<file path="config.mk">
export PLATFORM = sky130hd
export DESIGN_NAME = gang_switch_ctrl
export DESIGN_NICKNAME = d
export VERILOG_FILES = /design/src/rtl/gsc_pkg.sv /design/src/rtl/gsc_mode.sv /design/src/rtl/gsc_pwm.sv /design/src/rtl/gsc_protect.sv /design/src/rtl/gang_switch_ctrl.sv
export SDC_FILE = /design/constraint.sdc
export NUM_CORES = 1
export LEC_CHECK = 0
export BUFFER_PORTS_ARGS = -buffer_cell sky130_fd_sc_hd__buf_2
export CORE_MARGIN = 2
export CORE_UTILIZATION = 51
export DETAILED_ROUTE_END_ITERATION = 16
export HOLD_SLACK_MARGIN = 0.03
export PLACE_DENSITY_LB_ADDON = 0.15
export SLEW_MARGIN = 40
export SYNTH_ARGS = -nofsm -noshare
export SYNTH_HDL_FRONTEND = slang
export SYNTH_SLANG_ARGS = --single-unit
</file>
<file path="constraint.sdc">
create_clock -name clk -period 6.4 [get_ports clk]
set_clock_uncertainty 0.2 [all_clocks]
set_input_delay 0.32 -clock clk [delete_from_list [all_inputs] [get_ports clk]]
set_output_delay 0.32 -clock clk [all_outputs]
set_load 0.005 [all_outputs]
</file>
<file path="src/rtl/gsc_pkg.sv">
package gsc_pkg;

    localparam int NCH = 2;

    typedef struct packed {
        logic [NCH-1:0] oc;
        logic [NCH-1:0] ot;
        logic [NCH-1:0] i2t;
    } flt_t;

    typedef struct packed {
        logic gang;
        logic pend;
        logic pend_val;
    } mode_st_t;

endpackage

</file>
<file path="src/rtl/gsc_mode.sv">
module gsc_mode (
    input  logic clk,
    input  logic rst_n,
    input  logic wr_i,
    input  logic val_i,
    input  logic off_i,
    output logic gang_o
);
    import gsc_pkg::*;

    mode_st_t st_d, st_q;

    always_comb begin
        st_d = st_q;
        if (wr_i) begin
            st_d.pend     = 1'b1;
            st_d.pend_val = val_i;
        end
        if (st_d.pend && off_i) begin
            st_d.gang = st_d.pend_val;
            st_d.pend = 1'b0;
        end
    end

    always_ff @(posedge clk or negedge rst_n) begin
        if (!rst_n) st_q <= '0;
        else        st_q <= st_d;
    end

    assign gang_o = st_q.gang;

    // mode only moves at an edge where both gates were low
    a_r1_switch_only_off : assert property (@(posedge clk) disable iff (!rst_n)
        (st_q.gang != $past(st_q.gang)) |-> $past(off_i));

endmodule

</file>
<file path="src/rtl/gsc_pwm.sv">
module gsc_pwm #(
    parameter int PWM_W = 8
) (
    input  logic                          clk,
    input  logic                          rst_n,
    input  logic                          gang_i,
    input  logic [gsc_pkg::NCH-1:0]            en_i,
    input  logic [gsc_pkg::NCH-1:0][PWM_W-1:0] duty_i,
    input  logic                          shift_dis_i,
    output logic [gsc_pkg::NCH-1:0]            pass_o
);
    import gsc_pkg::*;

    localparam logic [PWM_W-1:0] HALF = PWM_W'(1) << (PWM_W - 1);

    logic [PWM_W-1:0] cnt_d, cnt_q;

    always_comb cnt_d = cnt_q + PWM_W'(1);

    always_ff @(posedge clk or negedge rst_n) begin
        if (!rst_n) cnt_q <= '0;
        else        cnt_q <= cnt_d;
    end

    for (genvar c = 0; c < NCH; c++) begin : g_ch
        logic             sel_en;
        logic [PWM_W-1:0] sel_duty;
        logic [PWM_W-1:0] phase;
        logic             shifted;
        always_comb begin
            sel_en    = gang_i ? en_i[0]   : en_i[c];
            sel_duty  = gang_i ? duty_i[0] : duty_i[c];
            shifted   = (c % 2 == 1) && !gang_i && !shift_dis_i;
            phase     = cnt_q + (shifted ? HALF : '0);
            pass_o[c] = !sel_en || (phase < sel_duty);
        end
    end

    // equal duties no wider than half a period never overlap when offset
    a_r10_disjoint_windows : assert property (@(posedge clk) disable iff (!rst_n)
        (!gang_i && !shift_dis_i && en_i == 2'b11 && duty_i[0] == duty_i[1]
         && duty_i[0] <= HALF) |-> !(pass_o[0] && pass_o[1]));

endmodule

</file>
<file path="src/rtl/gsc_protect.sv">
module gsc_protect (
    input  logic                  clk,
    input  logic                  rst_n,
    input  logic                  gang_i,
    input  logic [gsc_pkg::NCH-1:0] oc_i,
    input  logic [gsc_pkg::NCH-1:0] ot_i,
    input  logic [gsc_pkg::NCH-1:0] i2t_i,
    input  logic [gsc_pkg::NCH-1:0] i2t_en_i,
    input  logic                  inrush_i,
    input  logic                  capreg_i,
    input  logic [gsc_pkg::NCH-1:0] clr_i,
    output gsc_pkg::flt_t           flt_o,
    output logic [gsc_pkg::NCH-1:0] kill_o
);
    import gsc_pkg::*;

    flt_t           flt_d, flt_q;
    logic [NCH-1:0] oc_raw, i2t_raw, clr_eff, any_d;
    flt_t           ev;

    always_comb begin
        oc_raw  = oc_i & {NCH{!(inrush_i && capreg_i)}};
        i2t_raw = i2t_i & i2t_en_i;
        if (gang_i) begin
            ev.oc   = {NCH{|oc_raw}};
            ev.ot   = {NCH{|ot_i}};
            ev.i2t  = {NCH{i2t_raw[0]}};
            clr_eff = {NCH{|clr_i}};
        end else begin
            ev.oc   = oc_raw;
            ev.ot   = ot_i;
            ev.i2t  = i2t_raw;
            clr_eff = clr_i;
        end
        flt_d.oc  = (flt_q.oc  & ~clr_eff) | ev.oc;
        flt_d.ot  = (flt_q.ot  & ~clr_eff) | ev.ot;
        flt_d.i2t = (flt_q.i2t & ~clr_eff) | ev.i2t;
        any_d     = flt_d.oc | flt_d.ot | flt_d.i2t;
        kill_o    = gang_i ? {NCH{|any_d}} : any_d;
    end

    always_ff @(posedge clk or negedge rst_n) begin
        if (!rst_n) flt_q <= '0;
        else        flt_q <= flt_d;
    end

    assign flt_o = flt_q;

    // ganged overcurrent outside regulated inrush flags both channels
    a_r6_oc_both : assert property (@(posedge clk) disable iff (!rst_n)
        (gang_i && !(inrush_i && capreg_i) && (oc_i != '0)) |=> (flt_q.oc == 2'b11));

    // ganged thermal trip flags both channels in every phase
    a_r7_ot_both : assert property (@(posedge clk) disable iff (!rst_n)
        (gang_i && (ot_i != '0)) |=> (flt_q.ot == 2'b11));

    // channel-2 I2T input cannot raise a flag when ganged
    a_r8_i2t_ch2_ignored : assert property (@(posedge clk) disable iff (!rst_n)
        (gang_i && !i2t_i[0] && flt_q.i2t == 2'b00) |=> (flt_q.i2t == 2'b00));

    // a flag holds until its clear strobe
    a_r11_sticky : assert property (@(posedge clk) disable iff (!rst_n)
        (flt_q.oc[0] && !clr_i[0] && !(gang_i && clr_i[1])) |=> flt_q.oc[0]);

endmodule

</file>
<file path="src/rtl/gang_switch_ctrl.sv">
module gang_switch_ctrl #(
    parameter int PWM_W    = 8,
    parameter bit PIN_CTRL = 1'b0
) (
    input  logic                  clk,
    input  logic                  rst_n,
    input  logic                  cfg_wr,
    input  logic                  cfg_gang,
    input  logic [1:0]            sw_on,
    input  logic [1:0]            din,
    input  logic                  limp,
    input  logic [1:0]            limp_on,
    input  logic [1:0]            oc_trip,
    input  logic [1:0]            ot_trip,
    input  logic [1:0]            i2t_trip,
    input  logic [1:0]            i2t_en,
    input  logic                  inrush,
    input  logic                  cap_reg,
    input  logic [1:0]            pwm_en,
    input  logic [1:0][PWM_W-1:0] pwm_duty,
    input  logic                  pwm_shift_dis,
    input  logic [1:0]            flt_clr,
    output logic [1:0]            gate,
    output logic [1:0]            oc_flag,
    output logic [1:0]            ot_flag,
    output logic [1:0]            i2t_flag,
    output logic                  gang_rb
);
    import gsc_pkg::*;

    typedef struct packed {
        logic [NCH-1:0] gate;
    } top_st_t;

    top_st_t        st_d, st_q;
    logic           gang;
    logic [NCH-1:0] pass, kill, src, cmd;
    flt_t           flt;

    gsc_mode i_mode (
        .clk    (clk),
        .rst_n  (rst_n),
        .wr_i   (cfg_wr),
        .val_i  (cfg_gang),
        .off_i  (st_q.gate == '0),
        .gang_o (gang)
    );

    gsc_pwm #(.PWM_W(PWM_W)) i_pwm (
        .clk         (clk),
        .rst_n       (rst_n),
        .gang_i      (gang),
        .en_i        (pwm_en),
        .duty_i      (pwm_duty),
        .shift_dis_i (pwm_shift_dis),
        .pass_o      (pass)
    );

    gsc_protect i_prot (
        .clk      (clk),
        .rst_n    (rst_n),
        .gang_i   (gang),
        .oc_i     (oc_trip),
        .ot_i     (ot_trip),
        .i2t_i    (i2t_trip),
        .i2t_en_i (i2t_en),
        .inrush_i (inrush),
        .capreg_i (cap_reg),
        .clr_i    (flt_clr),
        .flt_o    (flt),
        .kill_o   (kill)
    );

    always_comb begin
        st_d = st_q;
        if (limp)          src = limp_on;
        else if (PIN_CTRL) src = din;
        else               src = sw_on;
        cmd       = gang ? {NCH{src[0]}} : src;
        st_d.gate = cmd & pass & ~kill;
    end

    always_ff @(posedge clk or negedge rst_n) begin
        if (!rst_n) st_q <= '0;
        else        st_q <= st_d;
    end

    assign gate     = st_q.gate;
    assign oc_flag  = flt.oc;
    assign ot_flag  = flt.ot;
    assign i2t_flag = flt.i2t;
    assign gang_rb  = gang;

    // while ganged both gates are twins
    a_r4_gang_twins : assert property (@(posedge clk) disable iff (!rst_n)
        $past(gang) |-> (st_q.gate[0] == st_q.gate[1]));

    // a flagged channel never drives its gate
    a_r11_flag_blocks_ch1 : assert property (@(posedge clk) disable iff (!rst_n)
        (flt.oc[0] || flt.ot[0] || flt.i2t[0]) |-> !st_q.gate[0]);
    a_r11_flag_blocks_ch2 : assert property (@(posedge clk) disable iff (!rst_n)
        (flt.oc[1] || flt.ot[1] || flt.i2t[1]) |-> !st_q.gate[1]);

endmodule

</file>
==> summary.txt, run 1 <==
CTS sink count: 19
XOR/XNOR share of the synthesized area: 0.0497
CTS max path bufs: 2
Worst-path clk slew: 100 ps
setup TNS: 0 ps
share of layout cells above drive strength 1: 0.335
Ys Warns: 0
Worst Path Buf+Inv: 0
mux cell area share after synthesis: 0.102
slowest stage delay, CP: 690 ps
worst-path cell chain: mux2i_1 -> ha_1 -> a21oi_1 -> a21boi_0 -> o41a_1 -> a2111oi_2
CORE AREA: 2250 sq um
final hold slack: 49.7 ps
final net count: 228
Mapped Cells: 119
maxcap violations: 0
1st-pass router iterations: 2
post-place setup slack: 3600 ps
Fin. Hold Viols: 0
GPL Wtd Cong: 0.755
area of the multi-input gates: 718 sq um
Cell Pwr Density: 177 nW/um^2
CTS Buf Count: 3
initial antenna violation count: 0
vias in the first global route: 1037
Starting Density: 0.547
Synth Area in Adders: 0.152
Die H: 53.2 um
total gr overflow: 0
Mapped Nets: 176
DRC viols: 0
Lkg Pwr: 0.816 nW
EDFF count, synth: 0
Yosys cell types: 32
largest net degree at the start of global routing: 24
routed vias: 1085
Crit. End Element: register
post_cts resized: 0
WP data arrival: 2510 ps
reg2reg setup slack: 3870 ps
Sw Ratio: 0.293
CP max-delay cell: dfrtp_2
I/O pins: 51
Routed Antenna Nets: 0
final count of pins violating max slew: 0
Tot Pwr: 0.000272 W
register area: 477 sq um
Setup Viol. Count Final: 0
Die X: 53.2 um
Int Pwr: 0.000192 W
Synth Flop Type: dfrtp_1
clock latency at the later pin of the worst-skew pair: 280 ps
post-layout min period: 2530 ps
crit start category: register
# port buffers: 48
clock root buffer: clkbuf_4
Post-DP HPWL: 2.23 mm
Clock Power Share: 0.208
Rows: 17
CTS tree: yes
status: finished clean
H-tree depth: 1
Iteration-0 DRC Markers: 8
Crit path max-delay family: compound AO/OA/AOI/OAI gates
Global Route Usage Sum: 0.220
critical path required time: 6380 ps
Min-Delay Path Class: in -> reg
largest family of logic cells by synthesized area: compound AO/OA/AOI/OAI gates
Seq pwr share: 0.525
worst vdd ir: 0.000200 V
syn avg cell area: 10.4 sq um
Mapped Area: 1230 sq um
Avg WL per Cell: 13.7 um
ys async rst share: 1.00
flops & latches, synth: 19
WL final: 2.71 mm
Slew Limit Headroom: 0.670
crit share post-route: 0.396
Antenna diodes: 0
compound-cell area share of the yosys netlist: 0.165
NetSw: 0.0000798 W
DIE AREA: 2830 sq um
Fillers: 200
Synth Area in Simple Gates: 0.114
Slew @ Worst Pin: 495 ps
synthesis-to-layout area growth: 24.7%
Setup CP Type: reg -> reg
Worst Slack Setup Final: 3870 ps
combinational share of power: 0.266
achievable frequency: 395 MHz
critical-path maximum fanout: 23
Via-to-Cell Ratio: 5.48
register area share after synthesis: 0.386
wire length of the first global-routing pass: 4.50 mm
RSZ-0062 raised after global routing: false
[placed cells by master, fill, tap and decap left out, types with 2 or more instances in the layout]
| cell | n |
|---|---|
| a211oi_1 | 2 |
| a21o_1 | 4 |
| a21oi_1 | 11 |
| a221o_1 | 2 |
| buf_2 | 48 |
| clkbuf_4 | 3 |
| dfrtp_1 | 18 |
| ha_1 | 15 |
| inv_1 | 8 |
| mux2_2 | 3 |
| mux2i_1 | 8 |
| nand2_1 | 4 |
| nand3_1 | 4 |
| nand4_1 | 2 |
| nor2_1 | 8 |
| nor3_1 | 2 |
| o21ai_0 | 5 |
| xnor2_1 | 4 |
| xor2_1 | 3 |
[Yosys cell counts (all sizes together) (2+ instances only)]
master   n  share of area
mux2     4          0.037
a21o     4          0.024
a221o    2          0.016
dfrtp   19           0.39
o21ai    5          0.020
nand2    4          0.012
ha      15           0.15
inv      8          0.024
xnor2    4          0.028
a21oi   11          0.045
xor2     3          0.021
nor3     2         0.0081
a211oi   2          0.012
mux2i    8          0.065
or4b     2          0.019
nand3    4          0.016
nor2     8          0.024
nand4    2          0.010
buf      2         0.0071
[final cells by class]
cell class	instances	area share
multi-input combinational	90	0.467
sequential	19	0.310
timing repair buffer	49	0.163
tap	28	0.0228
inverter	8	0.0195
clock buffer	4	0.0171
[metal layers]
metal / up-vias / wire length (um) / track usage
met4: 0 / 0 / 0.0427
met1: 521 / 1200 / 0.279
li1: 545 / - / -
met5: - / 0 / 0
met2: 19 / 1400 / 0.375
met3: 0 / 103 / 0.0621
[metrics by stage]
stage,utilization,area (sq um),cells
2_1_floorplan,-,1230,119
5_1_grt,0.681,1540,198
3_5_place_dp,0.665,1500,193
6_report,0.681,1540,198
3_3_place_gp,0.665,1500,193
4_1_cts,0.681,1540,198
[cells by family (layout without fill, tap and decap cells)]
kind of cell | after synthesis | count (layout)
xor gates and xnor gates | 7 | 7
AOI/OAI and AO/OA | 30 | 30
buffers and inverters | 10 | 61
adders and majority gates | 15 | 15
and+or+nand+nor | 26 | 26
muxes | 12 | 12
DFF | 19 | 19
[sequential cells by signal (all words and copies together) (netlist names)]
register,count
gate,2
i_pwm.cnt_q,8
i_mode.gang_o,1
i_prot.flt_o,6
i_mode.st_q,2
[repair_timing]
item / CTS / global route
setup endpoints to repair: 0 / 0
endpoints found under the hold margin: 19 / 0
hold buffers: 1 / 0
setup buffers: 0 / 0
[path summary, 6_finish.rpt]
| kind | from | to | depth (start not counted) |
|---|---|---|---|
| min in group asynchronous | rst_n | i_pwm.cnt_q[6] | 2 |
| hold / removal | pwm_en[0] | gate[0] | 2 |
| max in group asynchronous | rst_n | i_mode.gang_o | 2 |
| setup / recovery | i_mode.gang_o | gate[1] | 6 |
| setup reg to reg | i_mode.gang_o | gate[1] | 6 |
| hold reg to reg | i_prot.flt_o[5] | i_prot.flt_o[5] | 1 |
[power by group through the flow]
stage	clock [W]	sequential, W	combinational [W]
CTS	0.0000588	0.000142	0.0000737
finish	0.0000567	0.000143	0.0000724
detailed placement	0	0.000145	0.0000729
global route	0.0000644	0.000144	0.0000817
floorplan	0	0.000136	0.0000482
global placement	0	0.000144	0.0000690
No activity file was read; power rests on OpenSTA's default activity.
==> inputs of run 2 (changes only) <==
--- a/config.mk
+++ b/config.mk
@@ -7,7 +7,7 @@
 export LEC_CHECK = 0
 export BUFFER_PORTS_ARGS = -buffer_cell sky130_fd_sc_hd__buf_2
 export CORE_MARGIN = 2
-export CORE_UTILIZATION = 51
+export CORE_UTILIZATION = 43
 export DETAILED_ROUTE_END_ITERATION = 16
 export HOLD_SLACK_MARGIN = 0.03
 export PLACE_DENSITY_LB_ADDON = 0.15
==> constraint.sdc (replaced) <==
create_clock -name clk -period 2.1 [get_ports clk]
set_clock_uncertainty 0.2 [all_clocks]
set_input_delay 0.105 -clock clk [delete_from_list [all_inputs] [get_ports clk]]
set_output_delay 0.105 -clock clk [all_outputs]
set_load 0.005 [all_outputs]
==> summary.txt, run 2 (synthesis results as in run 1) <==
Slew @ Worst Pin: 421 ps (-74.2 ps)
Top reg by flops: i_pwm.cnt_q
Min-Delay Path Class: in -> async
Global Route Usage Sum: 0.194 (-0.0263)
GPL Wtd Cong: 0.867 (+15%)
Worst Path Buf+Inv: 1 (+1)
maxcap violations: 0 (unchanged)
Via-to-Cell Ratio: 5.23 (-4.6%)
WL final: 3.04 mm (+12%)
Worst Slack Setup Final: -227 ps (-4100 ps)
routed vias: 1160 (+6.9%)
Worst-path clk slew: 120 ps (+20 ps)
critical path required time: 2110 ps (-4270 ps)
setup TNS: -352 ps (-352 ps)
DIE AREA: 3310 sq um (+17%)
Int Pwr: 0.000632 W (+230%)
Crit. End Element: register
crit share post-route: 1.11 (+0.712)
status: finished, violations left
# port buffers: 48 (unchanged)
Crit path max-delay family: compound AO/OA/AOI/OAI gates
clock root buffer: clkbuf_4
1st-pass router iterations: 4 (+2)
final count of pins violating max slew: 0 (unchanged)
total gr overflow: 0 (unchanged)
critical-path maximum fanout: 9 (-61%)
CTS tree: yes
most frequent cells in the layout: 48 x buf_2, 18 x dfrtp_1, 15 x ha_1, 14 x dlygate4sd3_1, 11 x a21oi_1
Fin. Hold Viols: 0 (unchanged)
worst-path cell chain: buf_12 -> nor2_4 -> xor2_1 -> ha_1 -> nand4_1 -> nor2_1 -> o41a_1 -> a2111oi_4
Cell Pwr Density: 513 nW/um^2 (+190%)
placed cell count: 204 (+5.7%)
DRC viols: 0 (unchanged)
Avg WL per Cell: 13.7 um (+0.19%)
CP max-delay cell: dfrtp_2
I/O pins: 51 (unchanged)
Setup CP Type: reg -> reg
Largest register FFs: 8 (unchanged)
Starting Density: 0.451 (-0.0958)
Sw Ratio: 0.305 (+0.0112)
most common cell after layout, fill and taps aside: buf_2
CTS sink count: 19 (unchanged)
post-layout min period: 2330 ps (-205 ps)
wire length of the first global-routing pass: 4.97 mm (+11%)
Seq pwr share: 0.451 (-0.074)
initial antenna violation count: 0 (unchanged)
WP data arrival: 2330 ps (-180 ps)
achievable frequency: 430 MHz (+8.8%)
H-tree depth: 1 (unchanged)
slowest stage delay, CP: 460 ps (-230 ps)
final net count: 249 (+9.2%)
non-filler cells in the finished layout: 222 (+12%)
Iteration-0 DRC Markers: 19 (+11)
CTS max path bufs: 2 (unchanged)
Slew Limit Headroom: 0.719 (+0.0495)
Setup Viol. Count Final: 2 (+2)
clock latency at the later pin of the worst-skew pair: 300 ps (+20 ps)
worst vdd ir: 0.000537 V (+170%)
Antenna diodes: 0 (unchanged)
vias in the first global route: 1225 (+18%)
Die X: 57.5 um (+8.2%)
Lkg Pwr: 0.919 nW (+13%)
Clock Power Share: 0.205 (-0.003)
NetSw: 0.000277 W (+250%)
Post-DP HPWL: 2.37 mm (+6.1%)
violated checks: setup timing
crit start category: register
largest net degree at the start of global routing: 20 (-17%)
Rows: 19 (+2)
Die H: 57.5 um (+8.2%)
Routed Antenna Nets: 0 (unchanged)
synthesis-to-layout area growth: 43.7%
CORE AREA: 2730 sq um (+21%)
CTS Buf Count: 3 (unchanged)
RSZ-0062 raised after global routing: true
combinational share of power: 0.344 (+0.078)
share of layout cells above drive strength 1: 0.356 (+0.0207)
==> run 2: worst paths after layout <==
path / from / end / slack [ps] / cells after the start
worst max-delay path: i_mode.gang_o / gate[1] / -230 / 8
worst min-delay path: rst_n / i_pwm.cnt_q[6] / 50 / 2
worst max register to register: i_mode.gang_o / gate[1] / -230 / 8
worst min register to register: i_mode.st_q[1] / i_mode.st_q[1] / 310 / 2
max in group asynchronous: rst_n / i_prot.flt_o[1] / 1330 / 2
min in group clk: limp_on[1] / gate[1] / 50 / 3
==> run 2: power by group through the flow <==
| stage | combinational, W | sequential, W | clock [W] |
|---|---|---|---|
| after floorplan | 0.000166 | 0.000415 | 0 |
| after global placement | 0.000272 | 0.000414 | 0 |
| after detailed placement | 0.000278 | 0.000416 | 0 |
| after CTS | 0.000306 | 0.000409 | 0.000194 |
| after global routing | 0.000343 | 0.000413 | 0.000208 |
| final | 0.000313 | 0.000410 | 0.000186 |
==> run 2: cell type report <==
class / instances / area (sq um)
clock buffer: 3 / 22.5
clock inverter: 1 / 5.00
fill: 220 / 963
inverter: 8 / 30.0
multi-input combinational: 90 / 744
sequential: 19 / 477
tap: 31 / 38.8
timing repair buffer: 70 / 453
==> run 2: per-layer routing <==
metal / GRT usage / wire length (um) / vias up / part of all wire
li1: - / - / 584 / -
met1: 0.213 / 1210 / 547 / 0.40
met2: 0.380 / 1680 / 25 / 0.55
met3: 0.0431 / 118 / 4 / 0.039
met4: 0.0299 / 30 / 0 / 0.0099
met5: 0 / 0 / - / 0
==> run 2: per-stage QoR <==
step           utilization  hold WS, ps  area [sq um]  power, W  setup WS [ps]
2_1_floorplan            -         -391          1260  0.000581           -188
5_1_grt              0.648         34.0          1770  0.000965           -313
4_1_cts              0.641         43.5          1750  0.000909           -235
6_report             0.648         45.3          1770  0.000909           -227
3_5_place_dp         0.579         -124          1580  0.000694           -223
3_3_place_gp         0.579         -137          1580  0.000687           -140
==> run 2: repair_timing <==
action                                 4_1_cts  5_1_grt
cloned                                       0        0
setup endpoints to repair                    2        2
resized for setup                            1        2
pin swaps                                    0        1
setup buffers                                0        0
hold buffers                                14        0
endpoints found under the hold margin       30        0
